--- config.mk ---
export PLATFORM = sky130hd
export DESIGN_NAME = mesi_line_ctrl
export DESIGN_NICKNAME = d
export VERILOG_FILES = /design/src/rtl/mesi_pkg.sv /design/src/rtl/mesi_state_array.sv /design/src/rtl/mesi_track.sv /design/src/rtl/mesi_decide.sv /design/src/rtl/mesi_line_ctrl.sv
export SDC_FILE = /design/constraint.sdc
export NUM_CORES = 1
export LEC_CHECK = 0
export CORE_MARGIN = 1.5
export CORE_UTILIZATION = 56
export CTS_CLUSTER_DIAMETER = 150
export CTS_CLUSTER_SIZE = 28
export DETAILED_ROUTE_END_ITERATION = 8
export PLACE_DENSITY_LB_ADDON = 0.08
export SLEW_MARGIN = 0
export SYNTH_ARGS = -nofsm -noshare
export SYNTH_HDL_FRONTEND = slang
export SYNTH_SLANG_ARGS = --single-unit
--- constraint.sdc ---
create_clock -name clk -period 3.49 [get_ports clk]
set_input_delay 0.349 -clock clk [delete_from_list [all_inputs] [get_ports clk]]
set_output_delay 0.349 -clock clk [all_outputs]
set_load 0.02 [all_outputs]
--- src/rtl/mesi_pkg.sv ---
package mesi_pkg;

  typedef enum logic [1:0] {
    ST_I = 2'b00,
    ST_S = 2'b01,
    ST_E = 2'b10,
    ST_M = 2'b11
  } line_st_t;

  typedef enum logic [1:0] {
    OP_RD    = 2'd0,
    OP_WR    = 2'd1,
    OP_CLEAN = 2'd2,
    OP_NOP   = 2'd3
  } lcl_op_t;

  typedef enum logic [1:0] {
    PH_IDLE,
    PH_FILL,
    PH_INV,
    PH_WB
  } phase_t;

  typedef enum logic [1:0] {
    WB_LOCAL,
    WB_SNP_RD,
    WB_SNP_INV
  } wb_cause_t;

  // state seen by a remote read that needs no write-back first
  function automatic line_st_t snoop_read_next(line_st_t s);
    return (s == ST_E) ? ST_S : s;
  endfunction

  // state written when a fill completes
  function automatic line_st_t fill_result(logic is_write, logic shared);
    if (shared)   return ST_S;
    if (is_write) return ST_M;
    return ST_E;
  endfunction

  // state written when a write-back completes, by its cause
  function automatic line_st_t wb_result(wb_cause_t c);
    case (c)
      WB_LOCAL:  return ST_E;
      WB_SNP_RD: return ST_S;
      default:   return ST_I;
    endcase
  endfunction

endpackage

--- src/rtl/mesi_state_array.sv ---
module mesi_state_array
  import mesi_pkg::*;
#(
  parameter int NUM_LINES = 16,
  parameter int IDX_W     = $clog2(NUM_LINES)
) (
  input  logic             clk,
  input  logic             rst_n,
  input  logic             wr_en,
  input  logic [IDX_W-1:0] wr_idx,
  input  line_st_t         wr_state,
  input  logic [IDX_W-1:0] rd_a_idx,
  output line_st_t         rd_a_state,
  input  logic [IDX_W-1:0] rd_b_idx,
  output line_st_t         rd_b_state
);

  line_st_t ent [NUM_LINES];

  for (genvar g = 0; g < NUM_LINES; g++) begin : g_line
    always_ff @(posedge clk) begin
      if (!rst_n)
        ent[g] <= ST_I;
      else if (wr_en && (wr_idx == IDX_W'(g)))
        ent[g] <= wr_state;
    end
  end

  assign rd_a_state = ent[rd_a_idx];
  assign rd_b_state = ent[rd_b_idx];

endmodule

--- src/rtl/mesi_track.sv ---
module mesi_track
  import mesi_pkg::*;
#(
  parameter int IDX_W = 4
) (
  input  logic             clk,
  input  logic             rst_n,
  input  phase_t           nxt_phase,
  input  logic             ld,
  input  logic [IDX_W-1:0] nxt_idx,
  input  logic             nxt_wr,
  input  wb_cause_t        nxt_cause,
  output phase_t           phase,
  output logic [IDX_W-1:0] cur_idx,
  output logic             cur_wr,
  output wb_cause_t        cur_cause
);

  always_ff @(posedge clk) begin
    if (!rst_n) begin
      phase     <= PH_IDLE;
      cur_idx   <= '0;
      cur_wr    <= 1'b0;
      cur_cause <= WB_LOCAL;
    end else begin
      phase <= nxt_phase;
      if (ld) begin
        cur_idx   <= nxt_idx;
        cur_wr    <= nxt_wr;
        cur_cause <= nxt_cause;
      end
    end
  end

endmodule

--- src/rtl/mesi_decide.sv ---
module mesi_decide
  import mesi_pkg::*;
#(
  parameter int IDX_W = 4
) (
  input  phase_t           phase,
  input  logic [IDX_W-1:0] cur_idx,
  input  logic             cur_wr,
  input  wb_cause_t        cur_cause,
  input  logic             snp_valid,
  input  logic             snp_inv,
  input  logic [IDX_W-1:0] snp_idx,
  input  line_st_t         snp_st,
  input  logic             lcl_valid,
  input  lcl_op_t          lcl_op,
  input  logic [IDX_W-1:0] lcl_idx,
  input  logic             lcl_hit,
  input  line_st_t         lcl_st,
  input  logic             fill_ack,
  input  logic             fill_shared,
  input  logic             inv_ack,
  input  logic             wb_ack,
  output phase_t           nxt_phase,
  output logic             ld,
  output logic [IDX_W-1:0] nxt_idx,
  output logic             nxt_wr,
  output wb_cause_t        nxt_cause,
  output logic             upd_valid,
  output logic [IDX_W-1:0] upd_idx,
  output line_st_t         upd_state,
  output logic             lcl_done,
  output logic             snp_done,
  output logic             snp_take,
  output logic             lcl_take
);

  line_st_t eff_st;

  assign eff_st   = lcl_hit ? lcl_st : ST_I;
  assign snp_take = (phase == PH_IDLE) && snp_valid;
  assign lcl_take = (phase == PH_IDLE) && !snp_valid && lcl_valid;

  always_comb begin
    nxt_phase = phase;
    ld        = 1'b0;
    nxt_idx   = cur_idx;
    nxt_wr    = cur_wr;
    nxt_cause = cur_cause;
    upd_valid = 1'b0;
    upd_idx   = cur_idx;
    upd_state = ST_I;
    lcl_done  = 1'b0;
    snp_done  = 1'b0;

    case (phase)
      PH_IDLE: begin
        if (snp_take) begin
          if (snp_st == ST_M) begin
            nxt_phase = PH_WB;
            ld        = 1'b1;
            nxt_idx   = snp_idx;
            nxt_cause = snp_inv ? WB_SNP_INV : WB_SNP_RD;
          end else begin
            snp_done  = 1'b1;
            upd_valid = 1'b1;
            upd_idx   = snp_idx;
            upd_state = snp_inv ? ST_I : snoop_read_next(snp_st);
          end
        end else if (lcl_take) begin
          ld        = 1'b1;
          nxt_idx   = lcl_idx;
          nxt_wr    = (lcl_op == OP_WR);
          nxt_cause = WB_LOCAL;
          case (lcl_op)
            OP_RD: begin
              if (eff_st == ST_I) nxt_phase = PH_FILL;
              else                lcl_done  = 1'b1;
            end
            OP_WR: begin
              case (eff_st)
                ST_I: nxt_phase = PH_FILL;
                ST_S: nxt_phase = PH_INV;
                ST_E: begin
                  upd_valid = 1'b1;
                  upd_idx   = lcl_idx;
                  upd_state = ST_M;
                  lcl_done  = 1'b1;
                end
                default: lcl_done = 1'b1;
              endcase
            end
            OP_CLEAN: begin
              if (eff_st == ST_M) nxt_phase = PH_WB;
              else                lcl_done  = 1'b1;
            end
            default: lcl_done = 1'b1;
          endcase
        end
      end

      PH_FILL: begin
        if (fill_ack) begin
          upd_valid = 1'b1;
          upd_state = fill_result(cur_wr, fill_shared);
          if (cur_wr && fill_shared) begin
            nxt_phase = PH_INV;
          end else begin
            nxt_phase = PH_IDLE;
            lcl_done  = 1'b1;
          end
        end
      end

      PH_INV: begin
        if (inv_ack) begin
          upd_valid = 1'b1;
          upd_state = ST_M;
          nxt_phase = PH_IDLE;
          lcl_done  = 1'b1;
        end
      end

      default: begin
        if (wb_ack) begin
          upd_valid = 1'b1;
          upd_state = wb_result(cur_cause);
          nxt_phase = PH_IDLE;
          if (cur_cause == WB_LOCAL) lcl_done = 1'b1;
          else                       snp_done = 1'b1;
        end
      end
    endcase
  end

endmodule

--- src/rtl/mesi_line_ctrl.sv ---
module mesi_line_ctrl
  import mesi_pkg::*;
#(
  parameter  int NUM_LINES = 16,
  localparam int IDX_W     = $clog2(NUM_LINES)
) (
  input  logic             clk,
  input  logic             rst_n,
  input  logic             lcl_valid,
  input  logic [1:0]       lcl_op,
  input  logic [IDX_W-1:0] lcl_idx,
  input  logic             lcl_hit,
  output logic             lcl_done,
  output logic             busy,
  output logic [1:0]       line_state,
  input  logic             snp_valid,
  input  logic             snp_inv,
  input  logic [IDX_W-1:0] snp_idx,
  output logic             snp_done,
  output logic             fill_req,
  input  logic             fill_ack,
  input  logic             fill_shared,
  output logic             inv_req,
  input  logic             inv_ack,
  output logic             wb_req,
  input  logic             wb_ack,
  output logic [IDX_W-1:0] req_idx,
  output logic             upd_valid,
  output logic [IDX_W-1:0] upd_idx,
  output logic [1:0]       upd_state
);

  phase_t           phase, nxt_phase;
  logic             ld, nxt_wr, cur_wr;
  logic [IDX_W-1:0] nxt_idx, cur_idx;
  wb_cause_t        nxt_cause, cur_cause;
  line_st_t         snp_st, lcl_st, upd_st_t;
  logic             snp_take, lcl_take;

  mesi_state_array #(.NUM_LINES(NUM_LINES), .IDX_W(IDX_W)) u_arr (
    .clk        (clk),
    .rst_n      (rst_n),
    .wr_en      (upd_valid),
    .wr_idx     (upd_idx),
    .wr_state   (upd_st_t),
    .rd_a_idx   (snp_idx),
    .rd_a_state (snp_st),
    .rd_b_idx   (lcl_idx),
    .rd_b_state (lcl_st)
  );

  mesi_track #(.IDX_W(IDX_W)) u_trk (
    .clk       (clk),
    .rst_n     (rst_n),
    .nxt_phase (nxt_phase),
    .ld        (ld),
    .nxt_idx   (nxt_idx),
    .nxt_wr    (nxt_wr),
    .nxt_cause (nxt_cause),
    .phase     (phase),
    .cur_idx   (cur_idx),
    .cur_wr    (cur_wr),
    .cur_cause (cur_cause)
  );

  mesi_decide #(.IDX_W(IDX_W)) u_dec (
    .phase       (phase),
    .cur_idx     (cur_idx),
    .cur_wr      (cur_wr),
    .cur_cause   (cur_cause),
    .snp_valid   (snp_valid),
    .snp_inv     (snp_inv),
    .snp_idx     (snp_idx),
    .snp_st      (snp_st),
    .lcl_valid   (lcl_valid),
    .lcl_op      (lcl_op_t'(lcl_op)),
    .lcl_idx     (lcl_idx),
    .lcl_hit     (lcl_hit),
    .lcl_st      (lcl_st),
    .fill_ack    (fill_ack),
    .fill_shared (fill_shared),
    .inv_ack     (inv_ack),
    .wb_ack      (wb_ack),
    .nxt_phase   (nxt_phase),
    .ld          (ld),
    .nxt_idx     (nxt_idx),
    .nxt_wr      (nxt_wr),
    .nxt_cause   (nxt_cause),
    .upd_valid   (upd_valid),
    .upd_idx     (upd_idx),
    .upd_state   (upd_st_t),
    .lcl_done    (lcl_done),
    .snp_done    (snp_done),
    .snp_take    (snp_take),
    .lcl_take    (lcl_take)
  );

  assign upd_state  = upd_st_t;
  assign line_state = lcl_st;
  assign fill_req   = (phase == PH_FILL);
  assign inv_req    = (phase == PH_INV);
  assign wb_req     = (phase == PH_WB);
  assign req_idx    = cur_idx;
  assign busy       = (phase != PH_IDLE) || snp_valid;

endmodule

======== After elaboration in Yosys (flattened, before gate mapping) ========
Memory sizes are Yosys's and may differ from the RTL's.
Index checks and enable logic that the tools add are counted.
W data, S select, Z words.
cells by class
  add/subtract/negate cells ............... 0
  multipliers ............................. 0
  div/mod/pow operators ................... 0
  magnitude comparators ................... 0
  equal/unequal tests ..................... 35
  shift-type cells ........................ 0
  muxes and demuxes ....................... 142
  bitwise gates (word level) .............. 17
  reduce and logical (&&, ||, !) cells .... 35
operators by type and width
  operator              number
  $mux W2               44
  $mux W1               80
  $mux W4               9
  $eq A4 B4 Y1 const B  8
  $logic_and A1 B1 Y1   20
  $pmux W2 S3           3
  $eq A4 B3 Y1 const B  4
  $or A1 B1 Y1          16
  $eq A2 B2 Y1 const B  7
  $ne A5 B5 Y1 const B  2
  $pmux W1 S3           3
  $reduce_and A9 Y1     1
  $eq A2 B1 Y1 const B  4
  $eq A4 B2 Y1 const B  2
  $logic_not A2 Y1      4
  $ne A4 B4 Y1 const B  2
  $pmux W2 S2           2
  $reduce_and A4 Y1     2
  $ne A2 B1 Y1 const B  3
  $ne A3 B3 Y1 const B  2
  $eq A4 B1 Y1 const B  1
  $logic_not A4 Y1      1
  $reduce_bool A2 Y1    2
  $reduce_bool A4 Y1    1
  5 further kinds       6
word-level totals
  register bits after elaboration ......... 9
  latch bits .............................. 0
  RAM bits ................................ 32
  ROM bits ................................ 0
  output and inout port bits .............. 19
  word-level logic and storage cells ...... 234
  memories kept ........................... 1
memories
  name       words  width  read ports  clocked after memory_dff  write ports  RTL line                text
  u_arr.ent  16     2      2           0                         16           mesi_state_array.sv:18  line_st_t ent [NUM_LINES];

======== Longest topological paths before layout ========
Gate-level depths: netlist of the first run.
An unclocked memory read counts as a cell.
  depth in word-level cells ............... 14
  mapped depth ............................ 12

======== Cells and area by module ========
From an unflattened synthesis of the first run, not the netlist that was laid out.
unflattened totals
  cells, all modules ...................... 261
  area total of the unflattened synthesis .. 2,737.6 um^2
by module, submodules not included
  module            times used  cells an instance  area an instance (um^2)  seq. area each (um^2)
  mesi_state_array  1           149                1,853.0                  960.9
  mesi_decide       1           82                 538.0                    0.0
  mesi_track        1           26                 317.8                    180.2
  mesi_line_ctrl    1           4                  28.8                     0.0

======== Least setup slack after synthesis of the first run ========
No wires, ideal clock.
  path type ............................... input-to-reg
  start ................................... in lcl_idx[0]
  end ..................................... mem u_arr.ent[8][0] (netlist bit) (enable)
  arrival ................................. 2.584 ns
  data required time ...................... 3.163 ns
  path slack .............................. 0.579 ns
  stages .................................. 10
  buffers on the path ..................... 2
  cells stage by stage .................... buf_6 > mux4_2 > nand3b_1 > and4_4 > inv_2 > o21a_4 > o311ai_2 > nand3_1 > buf_2 > o21ai_0
RTL lines
  what         RTL line                text
  from (decl)  mesi_line_ctrl.sv:11    input logic [IDX_W-1:0] lcl_idx,
  to (decl)    mesi_state_array.sv:18

======== Final worst setup path of the first run ========
  start ................................... in lcl_idx[0]
  end ..................................... out lcl_done
on the way
  longest elaborated chain between the ends .. 9
  elaborated cells on any way between the ends .. 13
ends and longest elaborated chain
  what                                                     RTL line                              text
  $mem_v2 Z16 W2 *                                         -
  $mux W2 *                                                mesi_decide.sv:39                     assign eff_st = lcl_hit ? lcl_st : ST_I;
  $eq A2 B1 Y1 / $logic_not A2 Y1 (equally long branches)  mesi_decide.sv:80, mesi_decide.sv:76
  $reduce_or A2 Y1 (no line)                               -
  $mux W1                                                  mesi_decide.sv:80                     case (eff_st)
  $pmux W1 S3 *                                            mesi_decide.sv:74                     case (lcl_op)
  $mux W1 *                                                mesi_decide.sv:69                     end else if (lcl_take) begin
  $mux W1 *                                                mesi_decide.sv:57                     if (snp_take) begin
  $pmux W1 S3 *                                            mesi_decide.sv:55                     case (phase)
  to (decl)                                                mesi_line_ctrl.sv:13                  output logic lcl_done,
Mark *: on every way between the ends. The rest lies on a longest branch, timed or not.

==> results.txt, run 1 <==
- After detailed routing, no signal wire sits above met4.
- Total inserted antenna cells: 0
* Crit path required time: 3140 ps
- Global routing used 30.7% of the available tracks.
- After routing the design area is 3900 um2.
- 39 I/O pins were placed.
* Deepest level of the CTS H-tree: 2
- Entering global routing, the biggest net connects 18 pins.
- In this run, the number of DRC markers left after iteration 0 of detailed routing was between 200 and 300.
- TritonCTS built the clock tree.
- In this run the worst path has a maximum fanout of 7.
* Worst relative slew slack: 66.2%
- After layout, the worst setup slack is 145 ps.
- Post-synth EDFFs: 32
* Die area: 5850 um2
- Of all cell types, the one taking the most synthesized area is edfxtp_1.
- Once detail routing completed, the nets flagged for antenna violations numbered 0.
* Commonest register cell after synthesis: edfxtp_1
- After synthesis, the netlist uses 57 different library cells.
- Across all layers, the routed design uses 2891 vias.
- Max-cap violations in this run came to 0.
- Post-cts hold buffer count: 0
- Wire segments on met2 add up to 3.86 mm in the final route.
* Wl on met1: 3.58 mm
- Vias in the first global route: 2813
- Placement Cell Area: 3770 um2
- In the finished design, the share of the clock period the worst path needs comes to roughly 96%.
* Wire length of the first global-routing pass: 14.2 mm
- Leakage power of the design: roughly 1.5 nW
* Number of standard cells in the layout, taps in and fillers out: 445
* Proportion of layout cells with a drive suffix above 1: roughly a quarter
- Syn nets: roughly 330
- Unrepaired setup endpoints after global routing: yes
- Later-pin clock latency in the skew report: roughly 300 ps
- Num Clock Sinks: 41
- The wire-length estimate of the detail-placed layout is 6.33 mm.
- The floorplan step set the die width to roughly 77 um.
- Async S/R FF share, synth: 0%
- The routed design could run at a clock period as short as 3350 ps.
- Root buffer cell: clkbuf_8
- The cell count after synthesis came out at 306.
- Number of synthesized register bits: 41
* Post-Synthesis Mean Instance Area: 9.89 um2
- At the pin with the least slew margin, the transition time is a little over 500 ps.
* CTS buffer count: 5
* Power density of the placed cells: 578 nW/um2
- Data on the critical path arrives at its endpoint at around 3000 ps.
- Final clock skew: 14.7 ps
* Overall overflow remaining after global route: 0
- The worst setup path is launched from a primary input.
- Post-synthesis sequential area ratio: 37.7%
- After clock tree synthesis, the clock-pin slew on the worst setup and hold paths is 80 ps.
* Cell area after technology mapping: 3030 um2
* Maximum root-to-sink buffer count: 2
- Floorplan core area: 5170 um2
- Setup WS pre-CTS: -196 ps
- Endpoint type of the worst setup path: output port
- Average wire length per cell after detail routing: 19.0 um
- Setup violations remaining at the end of the flow were counted as 0.
- Type of the worst setup path: primary input to output port
* YS warnings: 0
- Summed over its instances, the top area cell type makes up 31.8% of the synthesized netlist area.
- In the final design database the tool counted 402 nets.
- The final count of pins violating max slew came to 0.
- Highest achievable clock rate: 0.299 GHz
- The run finished with clean final reports.
* Residual DRC: 0
- Relative to the synthesized area, the layout overhead comes to 29.0%.
- For this run, the detailed router's first-pass iteration total came to 5.
* Post-route core utilization: ~75%
* Drt via density: ~6.5
- The path class of the tightest hold or removal check is register to register.
* Global placer's final weighted congestion: 0.970
- Initial cell density of the core: approximately 58%
- VDD sags by at most 0.364 mV.
- The initial antenna violation count is 0.
- Number of hold violations in the final report: 0
* Count of standard-cell rows: 26
- Height of the die: around 77 um
- Top post-synthesis cells by area: edfxtp_1 32%, mux4_2 9.7%, dfxtp_1 6.0%, nor3_1 4.3%, ha_1 3.3%
- Count of input and output buffers: 38
- Total power consumption of the routed design: 2.26 mW
* Met3 wire length: roughly 780 um
* Total instance count after detailed placement: ~440
- Wires add up to 8.47 mm.
## power breakdown
group	total (mW)	internal, mW	switching, mW
sequential	0.631	0.589	0.0417
clock	0.327	0.142	0.184
combinational	1.30	0.567	0.731
total	2.26	1.30	0.958
## sequential cells by signal, summed over array words and instances (netlist names)
name,count
u_arr.ent,32
u_trk.cur_idx,4
u_trk.cur_cause,2
u_trk.phase,2
u_trk.cur_wr,1
## logic make-up after synthesis
| kind of cell | count (synthesis) | synth area share [%] |
|---|---|---|
| multiplexers | 21 | 12.9 |
| AND/OR/NAND/NOR | 112 | 20.1 |
| flip-flops | 41 | 37.7 |
| AO/OA/AOI/OAI | 83 | 19.5 |
| adder cells (fa/ha/maj) | 8 | 3.31 |
| buffers and inverters | 41 | 6.45 |
## per-stage QoR
step | TNS [ps] | hold WS, ps
floorplan | 0 | 454
global placement | -2860 | 474
detailed placement | -4930 | 477
CTS | 0 | 488
global route | 0 | 540
finish | 0 | 489
## layer usage
metal	track usage (%)	up-vias
li1	-	1309
met1	43.0	1372
met2	48.0	184
met3	5.03	26
met4	11.1	0
met5	0	-
## cell type report
class	count	area [um2]
inverters	16	60.1
well taps	70	87.6
fillers	375	1270
repair buffers	86	787
clock buffers	5	68.8
multi-input cells	224	1740
clock inverters	3	21.3
flip-flops and latches	41	1140
## synthesized netlist by cell type, drive strengths merged (3+ instances only)
| cell type | number |
|---|---|
| nor2 | 13 |
| inv | 15 |
| ha | 8 |
| and2 | 4 |
| nand3 | 12 |
| a211oi | 5 |
| clkbuf | 9 |
| mux4 | 14 |
| nand2 | 26 |
| a22oi | 3 |
| a31oi | 5 |
| buf | 16 |
| o211ai | 6 |
| nand3b | 5 |
| a21o | 6 |
| a21oi | 11 |
| edfxtp | 32 |
| o21ai | 25 |
| mux2i | 7 |
| and3 | 5 |
| nor3 | 34 |
| dfxtp | 9 |
| nor2b | 5 |
| o31ai | 3 |
| a211o | 3 |
## what timing repair did
item | in CTS | in global routing
buffers inserted | 0 | 0
gates resized for setup | 12 | 9
endpoints found under the setup margin | 7 | 15
cloned | 0 | 0
## worst max-delay path: stages
cell and delay (ps):
clkdlybuf4s50_1 450, buf_4 170, mux4_2 520, nand3b_1 100, and4_4 250, inv_2 40, a211oi_1 220, a31oi_1 60
a2111oi_0 410, nor2_1 90, dlygate4sd2_1 330
## worst paths after layout
kind                            depth (start not counted)                  to  slack [ps]               start
worst max-delay path                                   11            lcl_done         140          lcl_idx[0]
worst min-delay path                                    2  u_trk.cur_cause[0]         490  u_trk.cur_cause[0]
worst max register to register                         10     u_arr.ent[1][1]         390      u_trk.phase[1]
worst min register to register                          2  u_trk.cur_cause[0]         490  u_trk.cur_cause[0]
## cell usage in the layout, fill, tap and decap left out, types with 5 or more instances in the layout
cell type	synthesis	layout
a21o_1	6	6
edfxtp_1	32	32
nor2_1	13	13
nor2b_1	5	5
dlygate4sd2_1	0	7
o21ai_0	18	15
inv_1	14	14
o211ai_1	6	6
clkbuf_8	0	5
nand3_1	12	11
nor3_1	26	26
dfxtp_1	9	9
ha_1	8	8
a21oi_1	11	11
o21ai_1	5	7
buf_4	1	44
nor3_2	8	8
nand3b_1	5	5
a211oi_1	5	5
mux4_2	13	13
nand2_1	26	26
mux2i_1	7	7
clkdlybuf4s50_1	0	29
No activity file was read; power rests on OpenSTA's default activity.
==> run 2: changes to the inputs <==
--- a/config.mk
+++ b/config.mk
@@ -7,7 +7,6 @@
 export LEC_CHECK = 0
 export CORE_MARGIN = 1.5
 export CORE_UTILIZATION = 56
-export CTS_CLUSTER_DIAMETER = 150
 export CTS_CLUSTER_SIZE = 28
 export DETAILED_ROUTE_END_ITERATION = 8
 export PLACE_DENSITY_LB_ADDON = 0.08
==> results of run 2 <==
Same layout as run 1: the final DEF is identical, and so are final timing and power.
==> run 3: changes to the inputs <==
--- a/config.mk
+++ b/config.mk
@@ -5,6 +5,7 @@
 export SDC_FILE = /design/constraint.sdc
 export NUM_CORES = 1
 export LEC_CHECK = 0
+export CORE_ASPECT_RATIO = 0.9
 export CORE_MARGIN = 1.5
 export CORE_UTILIZATION = 56
 export CTS_CLUSTER_SIZE = 28
==> results.txt, run 3 (synthesis gave the netlist of run 1 again) <==
- The floorplan step defined a die boundary enclosing 5850 um2.
- Pin slew with the least headroom to its limit: 661 ps
- The count of final hold-check violations was 0.
* Residual DRC: 0
* Commonest non-fill, non-tap cell in the layout: buf_4
- Met1 Use GR: roughly 45%
* Post-cts hold buffer count: 0
* Highest achievable clock rate: 0.293 GHz
- Final Max Slew Viols: 0
* Register share of total power: between 20% and 30%
- The worst-case IR drop observed on VDD is 0.392 mV.
- The top cell types in the final layout, fill and taps aside, are 43 x buf_4, 32 x edfxtp_1, 29 x clkdlybuf4s50_1.
- Endpoint type of the worst setup path: output port
- Global placer's final weighted congestion: 0.972
- Power density of the placed cells: 572 nW/um2
* Wire length of the first global-routing pass: 12.9 mm
* Deepest level of the CTS H-tree: 2
- Combinational share of power: between 50% and 60%
- Vias in the first global route: 2636
* CTS tree: yes
- The pre-antenna-repair detailed-routing pass consisted of 5 iterations.
- Post-DP HPWL: 6.37 mm
- The register with the most flip-flops in the layout has 32 of them.
- The repair_antennas step left the layout with diodes totalling 0.
- Die width: slightly above 80 um
* Pin count of the biggest net entering global routing: 20
* Maximum fanout encountered on the critical timing path: 9
- The cell family contributing the most delay on the critical path is buffers and inverters.
- Final period demand of the worst path: 3410 ps
- CTS buffer count: 5
* Iteration-0 DRC count of the detailed router: 220
- Initial cell density of the core: 57.9%
* Total number of vias: 2826
- Register with the most flip-flops: u_arr.ent
- For met3 alone, demand over resource in global routing was 4.75%.
* Cell with the largest stage delay on the worst path: mux4_2
- Measured on the finished design, the core utilization comes to 72.9%.
- The total overflow left after global routing is 0.
- NetSw: between 0.9 and 1 mW
* Worst path buffer plus inverter count: 6
* Antenna violations before repair: 0
- Internal power: 1.26 mW
* Worst R2R Start: u_arr.ent[10][1]
- By startpoint and endpoint, the worst setup path is classified as primary input to output port.
- Count of input and output buffers: 38
- Switching portion of total power: 42.3%
- The worst path uses 97.6% of the clock period.
- Root buffer cell: clkbuf_8
- For the worst setup path, the data required time is 3140 ps.
- Drt via density: about 6.4
- Proportion of layout cells with a drive suffix above 1: 22.3%
* Max stage delay on crit path: just over 500 ps
- The design draws 2.18 mW.
- GR peak layer: met1
- Floorplan core area: 5220 um2
- Counting stages on the worst path, the most repeated cell is buf_4.
* Area added between synthesis and finish: 25.8%
* Count of antenna-violating nets left after detailed routing: 0
* Max-cap check violation count: 0
* Hold_sp: u_trk.cur_cause[0]
* Final layout net count: 399
- Worst r2r dst: u_arr.ent[11][0]
- No sink is reached through more buffers than the 2 on the longest clock path.
* Total wire length: 8.26 mm
- Hold Path Stages: 2
- Leakage power of the design: 1.45 nW
- The clock net in this run drives a total of 41 sinks.
- In this run the worst hold path is classified as register to register.
- Overall track demand over capacity in global routing: between 20% and 30%
- Number of buffers inserted to repair setup after CTS: 0
- Worst reg2reg setup slack: 440 ps
- Worst relative slew slack: between 50% and 60%
- After clock tree synthesis, the clock-pin slew on the worst setup and hold paths is 80 ps.
- Data on the critical path arrives at its endpoint at 3060 ps.
* IO Pins: 39
- Finish-stage setup viols: 0
* Later-pin clock latency in the skew report: 290 ps
* Height of the die: 72.7 um
- The critical path goes through clkdlybuf4s50_1 > buf_4 > mux4_2 > nand3b_1 > and4_4 > inv_2 > buf_4 > buf_4 > o21ai_0 > a2bb2oi_1 > nor2_1 > a21oi_1 > dlygate4sd2_1.
- The worst setup path is launched from a primary input.
* Average wire length per cell after detail routing: 18.8 um
* Met2 Use GR: 44.1%
- Status: completed
- The worst register-to-register path has a depth of 9.
- Final clock skew: 4.98 ps
- Worst min-delay path endpoint: u_trk.cur_cause[0]
* Clock network power share: 14.2%
* Count of standard-cell rows: 25
* Registers with the most flip-flops: u_arr.ent: 32 flops, u_trk.cur_idx: 4 flops
-- run 3: cell count changes in the layout (fill, tap and decap cells not counted), sizes merged --
cell / delta
buf: -3
clkinv: +1
clkinvlp: -1
-- run 3: layout make-up --
class	instances	area, um2
multi-input combinational	224	1700
fill	397	1420
sequential	41	1140
timing repair buffer	83	739
tap	67	83.8
clock buffer	5	68.8
inverter	16	60.1
clock inverter	3	16.3
-- run 3: worst min-delay path, cell delays in order, from the launching register on --
cell and delay, ps:
dfxtp_1 340, nand2_1 70, a21oi_1 50
-- run 3: per-layer routing --
metal  share of wire, %  wire, um
met5                  0         0
met4                1.6       133
met3                8.2       677
met2                 46      3780
met1                 44      3660
-- run 3: worst max path at each step --
stage,startpoint,to,slack (ps),cells after the start
6_report,lcl_idx[0],upd_state[0],80,13
5_1_grt,lcl_idx[0],lcl_done,-20,10
4_1_cts,lcl_idx[0],upd_state[1],9,10
3_5_place_dp,lcl_idx[0],upd_state[0],-160,10
3_3_place_gp,lcl_idx[0],upd_state[0],-80,10
2_1_floorplan,lcl_idx[0],u_arr.ent[8][0],580,10
-- run 3: power by group through the flow --
stage,Sequential (mW),Combinational [mW],Clock (mW)
finish,0.629,1.24,0.310
global route,0.635,1.33,0.337
CTS,0.628,1.23,0.314
detailed placement,0.639,1.25,0
global placement,0.636,1.23,0
floorplan,0.634,0.727,0
-- run 3: through the flow --
stage | setup TNS [ps] | setup slack [ps] | hold slack (ps) | instances | area (um2)
CTS | 0 | 8.70 | 501 | 439 | 3800
floorplan | 0 | 579 | 454 | 306 | 3030
detailed placement | -3430 | -156 | 478 | 431 | 3720
finish | 0 | 82.2 | 501 | 439 | 3810
global placement | -800 | -80.9 | 478 | 431 | 3720
global route | -24.5 | -24.5 | 535 | 439 | 3810
-- run 3: what timing repair did --
action / in CTS / in global routing
gates cloned: 0 / 0
pin swaps: 0 / 1
resized for setup: 8 / 3
setup endpoints to repair: 7 / 3
